`src/rtl/hmg_pkg.sv`:
```
package hmg_pkg;
  localparam int CNT_W  = 15;
  localparam int FINE_W = 5;
  localparam int CRS_W  = 12;
  localparam int SUB_W  = 8;
  localparam int TIME_W = CRS_W + SUB_W;
  localparam int OFS_W  = SUB_W + 1;
  localparam int WID_W  = 7;

  typedef enum logic [1:0] {
    CLK_X1  = 2'd0,
    CLK_X4  = 2'd1,
    CLK_X8  = 2'd2,
    CLK_RSV = 2'd3
  } clk_mode_e;

  // repack raw counter + interpolator into coarse/fine word
  function automatic logic [TIME_W-1:0] map_time(clk_mode_e m, logic [CNT_W-1:0] c,
                                                 logic [FINE_W-1:0] f);
    case (m)
      CLK_X4:  return {c[13:2], c[1:0], f, 1'b0};
      CLK_X8:  return {c[14:3], c[2:0], f};
      default: return {c[11:0], f, 3'b000};
    endcase
  endfunction
endpackage

```
`src/rtl/hmg_fair_q.sv`:
```
module hmg_fair_q #(
  parameter int NCH     = 8,
  parameter int SPACING = 4,
  localparam int CID_W  = $clog2(NCH),
  localparam int CL_W   = $clog2(SPACING) + 1
) (
  input  logic             clk_i,
  input  logic             rst_ni,
  input  logic [NCH-1:0]   req_i,
  input  logic             full_i,
  output logic [NCH-1:0]   ack_o,
  output logic [CID_W-1:0] idx_o
);
  logic [NCH-1:0] q_q, busy, elig;

  for (genvar g = 0; g < NCH; g++) begin : g_cool
    logic [CL_W-1:0] cl_q;
    always_ff @(posedge clk_i or negedge rst_ni) begin
      if (!rst_ni)            cl_q <= '0;
      else if (ack_o[g])      cl_q <= CL_W'(SPACING - 1);
      else if (cl_q != '0)    cl_q <= cl_q - 1'b1;
    end
    assign busy[g] = |cl_q;
  end

  assign elig = full_i ? '0 : (q_q & req_i & ~busy);

  // lowest index wins
  always_comb begin
    ack_o = '0;
    idx_o = '0;
    for (int i = NCH - 1; i >= 0; i--) begin
      if (elig[i]) begin
        ack_o    = '0;
        ack_o[i] = 1'b1;
        idx_o    = CID_W'(i);
      end
    end
  end

  // batch admission only when empty
  always_ff @(posedge clk_i or negedge rst_ni) begin
    if (!rst_ni)          q_q <= '0;
    else if (q_q == '0)   q_q <= req_i;
    else                  q_q <= q_q & req_i & ~ack_o;
  end
endmodule

```
`src/rtl/hmg_stamp.sv`:
```
module hmg_stamp
  import hmg_pkg::*;
(
  input  clk_mode_e          mode_i,
  input  logic               pair_i,
  input  logic [2:0]         wres_i,
  input  logic [CRS_W-1:0]   roll_i,
  input  logic [CNT_W-1:0]   lcnt_i,
  input  logic [FINE_W-1:0]  lfine_i,
  input  logic [CNT_W-1:0]   tcnt_i,
  input  logic [FINE_W-1:0]  tfine_i,
  input  logic [OFS_W-1:0]   ofs_i,
  output logic [TIME_W-1:0]  time_o,
  output logic [WID_W-1:0]   width_o
);
  logic [TIME_W-1:0] lead, trail;
  logic [SUB_W:0]    f_sum;
  logic [CRS_W:0]    c_sum, c_wrap, roll_p1, dc_raw, dc;
  logic [TIME_W:0]   tk_raw, tk, per, tk_sh;
  logic              unused_bits;

  assign lead    = map_time(mode_i, lcnt_i, lfine_i);
  assign trail   = map_time(mode_i, tcnt_i, tfine_i);
  assign roll_p1 = {1'b0, roll_i} + (CRS_W+1)'(1);

  // offset add, coarse wraps at roll-over
  assign f_sum  = {1'b0, lead[SUB_W-1:0]} + {1'b0, ofs_i[SUB_W-1:0]};
  assign c_sum  = {1'b0, lead[TIME_W-1:SUB_W]} + {{CRS_W{1'b0}}, ofs_i[SUB_W]}
                + {{CRS_W{1'b0}}, f_sum[SUB_W]};
  assign c_wrap = (c_sum > {1'b0, roll_i}) ? (c_sum - roll_p1) : c_sum;
  assign time_o = {c_wrap[CRS_W-1:0], f_sum[SUB_W-1:0]};

  // width modulo the roll-over period
  assign dc_raw = {1'b0, trail[TIME_W-1:SUB_W]} - {1'b0, lead[TIME_W-1:SUB_W]};
  assign dc     = dc_raw[CRS_W] ? (dc_raw + roll_p1) : dc_raw;
  assign tk_raw = {1'b0, dc[CRS_W-1:0], trail[SUB_W-1:0]}
                - {{(CRS_W+1){1'b0}}, lead[SUB_W-1:0]};
  assign per    = {roll_p1, {SUB_W{1'b0}}};
  assign tk     = tk_raw[TIME_W] ? (tk_raw + per) : tk_raw;
  assign tk_sh  = tk >> wres_i;

  always_comb begin
    if (!pair_i)                   width_o = '0;
    else if (|tk_sh[TIME_W:WID_W]) width_o = '1;
    else                           width_o = tk_sh[WID_W-1:0];
  end

  assign unused_bits = ^{c_wrap[CRS_W], dc[CRS_W]};
endmodule

```
`src/rtl/hit_merge_arb.sv`:
```
module hit_merge_arb
  import hmg_pkg::*;
#(
  parameter int NCH     = 8,
  parameter int SPACING = 4,
  localparam int CID_W  = $clog2(NCH)
) (
  input  logic                  clk_i,
  input  logic                  rst_ni,
  input  logic [NCH-1:0]        req_i,
  input  logic                  full_i,
  input  logic [NCH-1:0]        chsel_i,
  input  logic [1:0]            mode_i,
  input  logic                  pair_i,
  input  logic [2:0]            wres_i,
  input  logic [CRS_W-1:0]      rollover_i,
  input  logic [NCH*CNT_W-1:0]  lead_cnt_i,
  input  logic [NCH*FINE_W-1:0] lead_fine_i,
  input  logic [NCH*CNT_W-1:0]  trl_cnt_i,
  input  logic [NCH*FINE_W-1:0] trl_fine_i,
  input  logic [NCH*OFS_W-1:0]  ofs_i,
  output logic [NCH-1:0]        ack_o,
  output logic                  wr_o,
  output logic [CID_W-1:0]      ch_o,
  output logic [TIME_W-1:0]     time_o,
  output logic [WID_W-1:0]      width_o,
  output logic                  err_o
);
  logic [CID_W-1:0]  idx;
  logic [CNT_W-1:0]  s_lc, s_tc;
  logic [FINE_W-1:0] s_lf, s_tf;
  logic [OFS_W-1:0]  s_ofs;
  logic [TIME_W-1:0] m_time;
  logic [WID_W-1:0]  m_width;
  logic              multi_sel;

  hmg_fair_q #(.NCH(NCH), .SPACING(SPACING)) u_q (
    .clk_i  (clk_i),
    .rst_ni (rst_ni),
    .req_i  (req_i),
    .full_i (full_i),
    .ack_o  (ack_o),
    .idx_o  (idx)
  );

  assign s_lc  = lead_cnt_i [idx*CNT_W  +: CNT_W];
  assign s_lf  = lead_fine_i[idx*FINE_W +: FINE_W];
  assign s_tc  = trl_cnt_i  [idx*CNT_W  +: CNT_W];
  assign s_tf  = trl_fine_i [idx*FINE_W +: FINE_W];
  assign s_ofs = ofs_i      [idx*OFS_W  +: OFS_W];

  hmg_stamp u_stamp (
    .mode_i  (clk_mode_e'(mode_i)),
    .pair_i  (pair_i),
    .wres_i  (wres_i),
    .roll_i  (rollover_i),
    .lcnt_i  (s_lc),
    .lfine_i (s_lf),
    .tcnt_i  (s_tc),
    .tfine_i (s_tf),
    .ofs_i   (s_ofs),
    .time_o  (m_time),
    .width_o (m_width)
  );

  assign multi_sel = |(chsel_i & (chsel_i - 1'b1));

  always_ff @(posedge clk_i or negedge rst_ni) begin
    if (!rst_ni) begin
      wr_o    <= 1'b0;
      ch_o    <= '0;
      time_o  <= '0;
      width_o <= '0;
      err_o   <= 1'b0;
    end else begin
      wr_o  <= |ack_o;
      err_o <= err_o | multi_sel;
      if (|ack_o) begin
        ch_o    <= idx;
        time_o  <= m_time;
        width_o <= m_width;
      end
    end
  end
endmodule

```
`config.mk`:
```
export PLATFORM = sky130hd
export DESIGN_NAME = hit_merge_arb
export DESIGN_NICKNAME = d
export VERILOG_FILES = /design/src/rtl/hmg_pkg.sv /design/src/rtl/hmg_fair_q.sv /design/src/rtl/hmg_stamp.sv /design/src/rtl/hit_merge_arb.sv
export SDC_FILE = /design/constraint.sdc
export NUM_CORES = 1
export LEC_CHECK = 0
export BUFFER_PORTS_ARGS = -buffer_cell sky130_fd_sc_hd__buf_2
export CAP_MARGIN = 25
export CORE_AREA = 2 2 181 183
export CTS_CLUSTER_DIAMETER = 150
export DETAILED_ROUTE_END_ITERATION = 7
export DIE_AREA = 0 0 183 185
export PLACE_DENSITY = 0.76
export SYNTH_ARGS = -nofsm -noshare
export SYNTH_HDL_FRONTEND = slang
export SYNTH_HIERARCHICAL = 1
export SYNTH_SLANG_ARGS = --single-unit
```
`constraint.sdc`:
```
create_clock -name clk_i -period 10.6 [get_ports clk_i]
set_input_delay 2.12 -clock clk_i [delete_from_list [all_inputs] [get_ports clk_i]]
set_output_delay 2.12 -clock clk_i [all_outputs]
set_load 0.02 [all_outputs]
```
Word level (Yosys, flattened, before mapping)
Cells that the tools add are included.

storage, ports and cells
  register bits = 64
  bits of input ports = 429
  output and inout bits = 40

operators by class
  add/subtract/negate cells = 18
  $mul = 3
  $lt $le $gt $ge = 1
  eq/ne operators = 2
  shifts and indexed selects = 6
  multiplexer cells = 41
  bitwise gates (word level) = 7
  reduce and logical (&&, ||, !) cells = 28

operators with widths
  operator                 count
  $shiftx A120 B8 Y15      2
  $mux W8                  10
  $pmux W20 S2             2
  $shiftx A40 B7 Y5        2
  $mux W3                  24
  $shiftx A72 B8 Y9        1
  $and A8 B8 Y8            4
  $mux W12                 2
  $reduce_bool A3 Y1       8
  $reduce_or A3 Y1         8
  $sub A3 B1 Y3 const B    8
  $add A21 B21 Y21         1
  $mux W21                 1
  $shr A21 B3 Y21          1
  $sub A20 B8 Y21          1
  $not A8 Y8               2
  $reduce_bool A2 Y1       8
  $reduce_or A8 Y1         2
  $mul A3 B4 Y7 const B    2
  $mux W7                  2
  $reduce_or A14 Y1        1
  $add A12 B1 Y13          1
  $add A12 B1 Y13 const B  1
  $add A13 B1 Y13          1
  other kinds (11)         11

Longest topological paths before layout
Gate-level depths: netlist of the first run.

  word-level depth = 25
  depth in mapped cells = 44

Modules after synthesis
The synthesis of the first run kept the hierarchy.

modules (own cells, without submodules)
  module         times used  cells an instance  area an instance (um^2)  seq. area each (um^2)
  hmg_stamp      1           890                6187.2                   0.0
  hit_merge_arb  1           252                4140.2                   800.8
  hmg_fair_q     1           193                1818.0                   800.8

Worst setup path before layout of the first run
Ideal clock, no wire load.

  kind = in2reg
  from = in full_i
  to = reg width_o[5]
  arrival time = 10.446 ns
  required time = 10.475 ns
  setup slack = 0.029 ns
  cell stages on the path = 38
  buffers on the path = 4
  cells stage by stage = buf_4 -> nand4b_1 -> nor2_1 -> nor3_1 -> o41ai_1 -> buf_6 -> buf_2 -> mux4_2 -> mux2_2 -> a221o_1 -> o21ai_0 -> ha_1 -> inv_1 -> fa_1 -> clkbuf_1 -> nand2_1 -> or3_1 -> o31ai_1 -> (+2 left out) -> ha_1 -> or3_1 -> and2_1 -> or4_1 -> a211oi_1 -> xor2_1 -> ha_1 -> or4_1 -> a31oi_1 -> o21a_1 -> a21oi_1 -> xnor2_1 -> or4_1 -> o22ai_1 -> o211a_1 -> o21a_4 -> a21boi_2 -> mux2_2

between the ends
  word-level cells in the longest chain between the ends = 22
  elaborated cells between the ends (all ways) = 36

RTL lines
  element                line                 text
  from (decl)            hit_merge_arb.sv:11  input logic full_i,
  $mux W8 *              hmg_fair_q.sv:26     assign elig = full_i ? '0 : (q_q & req_i & ~busy);
  $mux W3 (7 in series)  hmg_fair_q.sv:33     if (elig[i]) begin
  $mux W3 *              hmg_fair_q.sv:33
  net idx[0]             hit_merge_arb.sv:29  logic [CID_W-1:0] idx;
  $mul A3 B4 Y7 *        hit_merge_arb.sv:48  assign s_tc = trl_cnt_i [idx*CNT_W +: CNT_W];
  $shiftx A120 B8 Y15 *  hit_merge_arb.sv:48
  net s_tc[2]            hit_merge_arb.sv:30  logic [CNT_W-1:0] s_lc, s_tc;
  $pmux W20 S2 *         hmg_pkg.sv:20        case (m)
  (+3 left out)          n/a
  $sub A20 B8 Y21 *      hmg_stamp.sv:37      - {{(CRS_W+1){1'b0}}, lead[SUB_W-1:0]};
  $add A21 B21 Y21       hmg_stamp.sv:39      assign tk = tk_raw[TIME_W] ? (tk_raw + per) : tk_raw;
  $mux W21 *             hmg_stamp.sv:39
  $shr A21 B3 Y21 *      hmg_stamp.sv:40      assign tk_sh = tk >> wres_i;
  $reduce_or A14 Y1      hmg_stamp.sv:44      else if (|tk_sh[TIME_W:WID_W]) width_o = '1;
  $mux W7 *              hmg_stamp.sv:44
  $mux W7 *              hmg_stamp.sv:43      if (!pair_i) width_o = '0;
  net m_width[5]         hit_merge_arb.sv:34  logic [WID_W-1:0] m_width;
  to (signal assigned)   hit_merge_arb.sv:81  width_o <= m_width;
  to (decl)              hit_merge_arb.sv:26  output logic [WID_W-1:0] width_o,

The timed path passes the listed nets; every way through them passes the cells marked *.
A chain may end at the register's enable or synchronous reset.

Worst setup path after layout of the first run
  from = in full_i
  to = reg width_o[4]

The elaborated chain is that of the path after synthesis.

==> reports/qor.yml, run 1 <==
floorplan:
  dieArea_sq_um: 33900
  start_util_pct: 37.9
  core_area_sq_um: 32000
  chipHeight_microns: 185
  die_w_microns: 183
  io_pins: 469
  rows: 66
critical_path:
  timing.critical_path.to_type: "flip-flop"
  crit_path_start_kind: "input pin"
  critical_path.top_delay_family: "compound AO/OA/AOI/OAI gates"
  critPathKind: "input pin to flip-flop"
  crit_fanout: 13
  critPathBufInv: 5
  cp_slowest_cell: "or4_1"
  cp_data_required_time_ps: 10810
  cp.arrival_ps: 10520
  slowest_delay_ps: 540
detailed_routing:
  routed-via-count: 13946
  drtIter0Drc: 1186
  viasPerCell: 5.88
  route.detailed.drc: 0
  wl_per_cell_microns: 23.0
  ant_nets: 0
  first_pass_iters: 5
  wirelength_mm: 54.6
pwr:
  p_leak_nw: 8.00
  cellPowerDensity_nw_per_um2: 293
  pwr-share-comb_pct: 85.8
  p_int_mw: 2.57
  p_clk_share_pct: 5.5
  peakVddDrop_mv: 0.187
  p_switching_mw: 2.38
  seqPwrFrac_pct: 8.7
  power_mw: 4.94
  swShare_pct: 48.1
timing:
  drv_slew: 0
  fin_setup_tns_ps: 0
  setup_viol: 0
  worst_slew_pin_slew_ps: 811
  setup_ws_ps: 294
  fin_crit_sh_pct: 97.2
  slew_headroom_pct: 45.9
  max_clock_freq_mhz: 97.0
  fin_skew_ps: 8.56
  hold_slack_ps: 485
  finalHoldViolCount: 0
  period_needed_ps: 10310
final_layout:
  nNetsFinal: 2486
  drive_gt1_share_pct: 48.7
  final_core_util_pct: 52.6
  area_growth_pct: 38.9
synthesis:
  muxShareOfSynthArea_pct: 27.2
  syn-num-nets: 1865
  yosysSeqAreaShare_pct: 13.2
  synth-xor-area-share_pct: 6.03
  async_flop_share_pct: 100
  netlist_instances: 1335
  yosys.area_share.simple_pct: 16.1
  synth_area_sq_um: 12100
  ys.warnings.count: 6
  synth_fa_ha_area_share_pct: 10.9
  synth_compound_area_share_pct: 21.1
  synth_edf_count: 0
  synth_top_family_by_area: "multiplexers"
  synth_cell_types: 99
  ys_ff_latch: 64
  synth_area_per_cell_sq_um: 9.10
  synthFlopType: "dfrtp_1"
cts:
  cts_max_path_buffers: 2
  root_buffer: "clkbuf_16"
  clock-sinks: 64
  clock_latency_ps: 330
  numCtsBuffers: 9
  cts_tree: "built"
  cts-hold-fix-buffers: 0
  htreeDepth: 3
  clkSlewWorstSetupHoldPaths_ps: 50
flow_run:
  maxCapViolations: 0
global_route:
  antenna_found_initial: 12
  grt_pass1_vias: 13665
  grt_max_degree: 65
  track_usage_pct: 31.3
  grt_pass1_wl_mm: 80.3
  grt_overflow: 0
outcome:
  outcome: "completed"
min_path:
  hp-class: "flip-flop to flip-flop"
place:
  gp_congestion: 1.02
  port-buffer-count: 468
  pre_cts_ws_ps: -465
  dp_hpwl_mm: 47.5
==> timing repair <==
item | CTS | global route
endpoints found under the setup margin | 6 | 8
pin swaps | 0 | 16
resized for setup | 2 | 37
cloned | 0 | 2
buffers inserted | 0 | 20
==> placed cells by master, fill, tap and decap left out, types with 8 or more instances in the layout <==
master,Yosys,final
a21oi_1,61,59
a211oi_1,16,14
dfrtp_1,64,64
o21a_1,19,19
ha_1,94,90
clkbuf_16,0,11
and2_1,11,9
nor2_1,77,74
nand2_1,122,122
o21ai_0,86,82
or4_1,10,10
mux2i_1,15,15
o211ai_1,9,9
buf_2,11,467
nor3_1,15,15
nor4_1,11,11
a221o_1,14,14
buf_4,2,198
or3_1,8,8
nand3_1,19,19
mux2_2,84,83
a21o_1,26,25
a22oi_1,26,26
nor2b_1,20,19
a211o_1,8,8
xor2_1,37,35
inv_1,89,89
nand2b_1,20,20
mux4_2,98,98
or2_2,12,12
a31oi_1,12,8
xnor2_1,44,43
==> power by group through the flow <==
| stage | registers, mW | clock network [mW] | logic [mW] |
|---|---|---|---|
| after CTS | 0.431 | 0.273 | 4.01 |
| after global routing | 0.445 | 0.285 | 4.59 |
| after detailed placement | 0.434 | 0 | 3.97 |
| after global placement | 0.427 | 0 | 3.90 |
| after floorplan | 0.490 | 0 | 2.42 |
| final | 0.432 | 0.271 | 4.24 |
==> path summary, 6_finish.rpt <==
path	from	to	slack, ps	cells past startpoint
hold reg to reg	u_q/g_cool[6].cl_q[1]	u_q/g_cool[6].cl_q[1]	490	1
max in group asynchronous	rst_ni	u_q/g_cool[6].cl_q[1]	8100	2
setup reg to reg	u_q/g_cool[3].cl_q[0]	width_o[4]	1300	40
hold / removal	u_q/g_cool[6].cl_q[1]	u_q/g_cool[6].cl_q[1]	490	1
setup / recovery	full_i	width_o[4]	290	38
min in group asynchronous	rst_ni	width_o[6]	1950	2
==> state kept, by name, summed over array words and instances (netlist names) <==
name and cells:
err_o 1, u_q/g_cool.cl_q 24, ch_o 3, time_o 20, width_o 7, u_q/q_q 8
wr_o 1
==> worst reg2reg max path: cells and delay by family (launching register included) <==
family | cells | cell delay [ps]
mux | 4 | 1190
fa+ha+maj | 6 | 1660
flops | 1 | 390
simple gates | 8 | 2110
xor+xnor | 3 | 540
compound gates | 14 | 2710
buf+inv | 5 | 610
==> stage by stage <==
step	std cells	instance area (sq um)
after CTS	2346	16500
after floorplan	1335	12100
after global routing	2368	16900
after detailed placement	2331	16200
after global placement	2331	16200
final	2373	16900
==> synthesized netlist by cell type, types with 5 or more instances <==
library cell | n | area share [%]
or3_1 | 8 | 0.41
nor3_1 | 15 | 0.62
a211oi_1 | 16 | 0.99
fa_1 | 7 | 1.2
a22oi_1 | 26 | 1.6
a211o_1 | 8 | 0.58
a21o_1 | 26 | 1.6
dfrtp_1 | 64 | 13
o21bai_1 | 5 | 0.31
clkbuf_1 | 44 | 1.4
nor2b_1 | 20 | 1.0
mux4_2 | 98 | 18
ha_1 | 94 | 9.7
mux2_2 | 84 | 7.8
o211ai_1 | 9 | 0.56
buf_1 | 6 | 0.19
or4_1 | 10 | 0.62
a22o_1 | 5 | 0.36
nor4_1 | 11 | 0.57
nand4_1 | 6 | 0.31
nor2_1 | 77 | 2.4
o31ai_1 | 7 | 0.43
and3_1 | 7 | 0.36
and2_1 | 11 | 0.57
nand2b_1 | 20 | 1.0
a21boi_2 | 6 | 0.56
nand3_1 | 19 | 0.78
buf_2 | 11 | 0.45
xnor2_1 | 44 | 3.2
o21ai_0 | 86 | 3.5
nand4b_1 | 6 | 0.43
inv_1 | 89 | 2.8
a31oi_1 | 12 | 0.62
a21oi_1 | 61 | 2.5
o21a_1 | 19 | 1.2
xor2_1 | 37 | 2.7
mux2i_1 | 15 | 1.2
a221o_1 | 14 | 1.2
or2_2 | 12 | 0.62
nand2_1 | 122 | 3.8
==> per-layer routing <==
metal / track usage, % / share of wire, % / vias to the layer above
li1: - / - / 6333
met3: 6.00 / 8.9 / 70
met1: 44.7 / 45 / 6834
met5: 0 / 0.049 / -
met2: 50.2 / 44 / 705
met4: 4.64 / 2.0 / 4
==> cell type report <==
class / instances / area [sq um]
Tap cell: 408 / 510
Clock inverter: 3 / 17.5
Clock buffer: 12 / 256
Multi-Input combinational cell: 1113 / 10100
Sequential cell: 64 / 1600
Fill cell: 2993 / 15200
Antenna cell: 5 / 12.5
Inverter: 90 / 338
Timing Repair Buffer: 678 / 4080
==> cell families after synthesis <==
group,count (synthesis)
xor+xnor,82
fa+ha+maj,102
mux,197
flops,64
buf+inv,158
simple gates,374
compound gates,358
(Power assumes the default switching activity.)
==> inputs of run 2 (changes only) <==
--- a/config.mk
+++ b/config.mk
@@ -8,6 +8,7 @@
 export BUFFER_PORTS_ARGS = -buffer_cell sky130_fd_sc_hd__buf_2
 export CAP_MARGIN = 25
 export CORE_AREA = 2 2 181 183
+export CTS_BUF_LIST = sky130_fd_sc_hd__clkbuf_16
 export CTS_CLUSTER_DIAMETER = 150
 export DETAILED_ROUTE_END_ITERATION = 7
 export DIE_AREA = 0 0 183 185
==> run 2 against run 1 <==
Net effect: cell count hardly changed; combinational power hardly changed; setup slack worse by 21 ps; clock skew is 0.54 ps lower; sequential power hardly changed; total power is 0.30% lower; critical path type unchanged; largest power group unchanged.
==> reports/qor.yml, run 2 (synthesized netlist as in run 1, its figures left out) <==
final_layout:
  drive_gt1_share_pct: 48.6  # -0.10 points
  nNetsFinal: 2486  # unchanged
  reg_top3: "u_q/g_cool.cl_q (24), time_o (20), u_q/q_q (8)"
  final_core_util_pct: 52.6  # about the same
  regMostFlops: "u_q/g_cool.cl_q"
  largest_reg_flops: 24  # unchanged
  area_growth_pct: 38.8  # about the same
  fillers: 2990  # -0.10%
  final_cell_mix: "467 x buf_2, 198 x buf_4, 122 x nand2_1, 98 x mux4_2"
  final_cells: 2375  # +0.084%
  layout_commonest_cell: "buf_2"
global_route:
  grt_overflow: 0  # unchanged
  grt_max_degree: 65  # unchanged
  grt_pass1_vias: 13668  # +0.022%
  antenna_found_initial: 12  # unchanged
  track_usage_pct: 31.3  # about the same
  grt_pass1_wl_mm: 80.3  # about the same
detailed_routing:
  viasPerCell: 5.85  # -0.48%
  route.detailed.drc: 0  # unchanged
  first_pass_iters: 5  # unchanged
  wl_per_cell_microns: 23.0  # -0.24%
  ant_nets: 0  # unchanged
  drtIter0Drc: 1146  # -3.4%
  routed-via-count: 13891  # -0.39%
  wirelength_mm: 54.5  # -0.15%
timing:
  finalHoldViolCount: 0  # unchanged
  drv_slew: 0  # unchanged
  setup_viol: 0  # unchanged
  max_clock_freq_mhz: 96.8  # -0.20%
  setup_ws_ps: 273  # -20.7 ps
  fin_skew_ps: 8.02  # -0.537 ps
  period_needed_ps: 10330  # +20.7 ps
  fin_crit_sh_pct: 97.4  # +0.20 points
  hold_slack_ps: 485  # -0.00700 ps
  slew_headroom_pct: 46.2  # +0.29 points
  worst_slew_pin_slew_ps: 806  # -4.40 ps
critical_path:
  cp_data_required_time_ps: 10810  # about the same
  crit_top_cell: "or4_1"
  timing.critical_path.to_type: "flip-flop"
  crit_fanout: 13  # unchanged
  cp_slowest_cell: "mux4_2"
  critPathKind: "input pin to flip-flop"
  crit_path_start_kind: "input pin"
  slowest_delay_ps: 510  # -30 ps
  cp.arrival_ps: 10540  # +20 ps
cts:
  clock_latency_ps: 330  # about the same
  htreeDepth: 3  # unchanged
  root_buffer: "clkbuf_16"
  cts_tree: "built"
  cts_max_path_buffers: 2  # unchanged
  clkSlewWorstSetupHoldPaths_ps: 50  # about the same
  numCtsBuffers: 9  # unchanged
  cts-hold-fix-buffers: 0  # unchanged
  clock-sinks: 64  # unchanged
pwr:
  pwr-share-comb_pct: 86.1  # +0.3 points
  swShare_pct: 48.2  # +0.17 points
  cellPowerDensity_nw_per_um2: 293  # -0.21%
  seqPwrFrac_pct: 8.8  # about the same
  p_switching_mw: 2.38  # about the same
  p_leak_nw: 7.99  # about the same
  p_clk_share_pct: 5.1  # -0.4 points
  peakVddDrop_mv: 0.187  # +0.24%
  p_int_mw: 2.55  # -0.61%
flow_run:
  maxCapViolations: 0  # unchanged
place:
  gp_congestion: 1.02  # unchanged
  pre_cts_ws_ps: -465  # unchanged
  dpl.cell_count: 2331  # unchanged
  dp_hpwl_mm: 47.5  # unchanged
  port-buffer-count: 468  # unchanged
floorplan:
  chipHeight_microns: 185  # unchanged
  die_w_microns: 183  # unchanged
  dieArea_sq_um: 33900  # unchanged
  io_pins: 469  # unchanged
  start_util_pct: 37.9  # unchanged
  core_area_sq_um: 32000  # unchanged
  rows: 66  # unchanged
outcome:
  outcome: "completed"
min_path:
  hp-class: "flip-flop to flip-flop"
==> run 2: changes by cell type in the layout (fill, tap and decap cells not counted) <==
cell / before / now
clkbuf_8: 2 / 0
inv_1: 89 / 90
diode_2: 5 / 7
clkinv_1: 1 / 3
clkbuf_1: 1 / 0
==> run 2: cell type report <==
| type | instances | area [sq um] | area share [%] |
|---|---|---|---|
| Antenna cell | 7 | 17.5 | 0.104 |
| Timing Repair Buffer | 678 | 4080 | 24.2 |
| Multi-Input combinational cell | 1113 | 10100 | 59.7 |
| Inverter | 90 | 338 | 2.00 |
| Clock inverter | 6 | 28.8 | 0.171 |
| Tap cell | 408 | 510 | 3.03 |
| Sequential cell | 64 | 1600 | 9.50 |
| Clock buffer | 9 | 225 | 1.34 |
==> run 2: final timing paths <==
| kind | startpoint | endpoint | slack (ps) | depth (start not counted) |
|---|---|---|---|---|
| min in group asynchronous | rst_ni | width_o[6] | 1950 | 2 |
| hold / removal | u_q/g_cool[6].cl_q[1] | u_q/g_cool[6].cl_q[1] | 490 | 1 |
| hold reg to reg | u_q/g_cool[6].cl_q[1] | u_q/g_cool[6].cl_q[1] | 490 | 1 |
| max in group asynchronous | rst_ni | u_q/g_cool[6].cl_q[1] | 8110 | 2 |
| setup / recovery | full_i | width_o[4] | 270 | 37 |
| setup reg to reg | u_q/g_cool[3].cl_q[0] | width_o[4] | 1260 | 39 |
==> run 2: per-stage QoR <==
| step | instance area (sq um) | power (mW) | TNS [ps] |
|---|---|---|---|
| 4_1_cts | 16500 | 4.69 | 0 |
| 3_5_place_dp | 16200 | 4.41 | -3020 |
| 2_1_floorplan | 12100 | 2.91 | 0 |
| 6_report | 16900 | 4.93 | 0 |
| 5_1_grt | 16800 | 5.30 | -106 |
| 3_3_place_gp | 16200 | 4.33 | -916 |
==> run 2: critical path: cells and delay by family <==
kind / cells / cell delay [ps]
compound gates: 13 / 2530
xor+xnor: 2 / 270
mux: 3 / 1080
simple gates: 11 / 2880
fa+ha+maj: 4 / 1170
buf+inv: 4 / 500
==> run 2: timing repair <==
action / 4_1_cts / 5_1_grt
resized for setup: 2 / 37
endpoints found under the setup margin: 6 / 8
pin swaps: 0 / 16
buffers inserted: 0 / 20
cloned: 0 / 2
hold endpoints to repair: 0 / 0
==> run 2: per-layer routing <==
| layer | track usage (%) | vias up | part of all wire, % |
|---|---|---|---|
| li1 | - | 6337 | - |
| met1 | 44.6 | 6784 | 45 |
| met2 | 50.2 | 695 | 44 |
| met3 | 5.96 | 71 | 9.0 |
| met4 | 4.74 | 4 | 1.9 |
| met5 | 0 | - | 0.042 |
==> run 2: power by group through the flow <==
stage	Clock, mW	Sequential [mW]	Combinational (mW)
floorplan	0	0.490	2.42
global placement	0	0.427	3.90
detailed placement	0	0.434	3.97
CTS	0.257	0.431	4.01
global route	0.269	0.445	4.59
finish	0.254	0.432	4.24
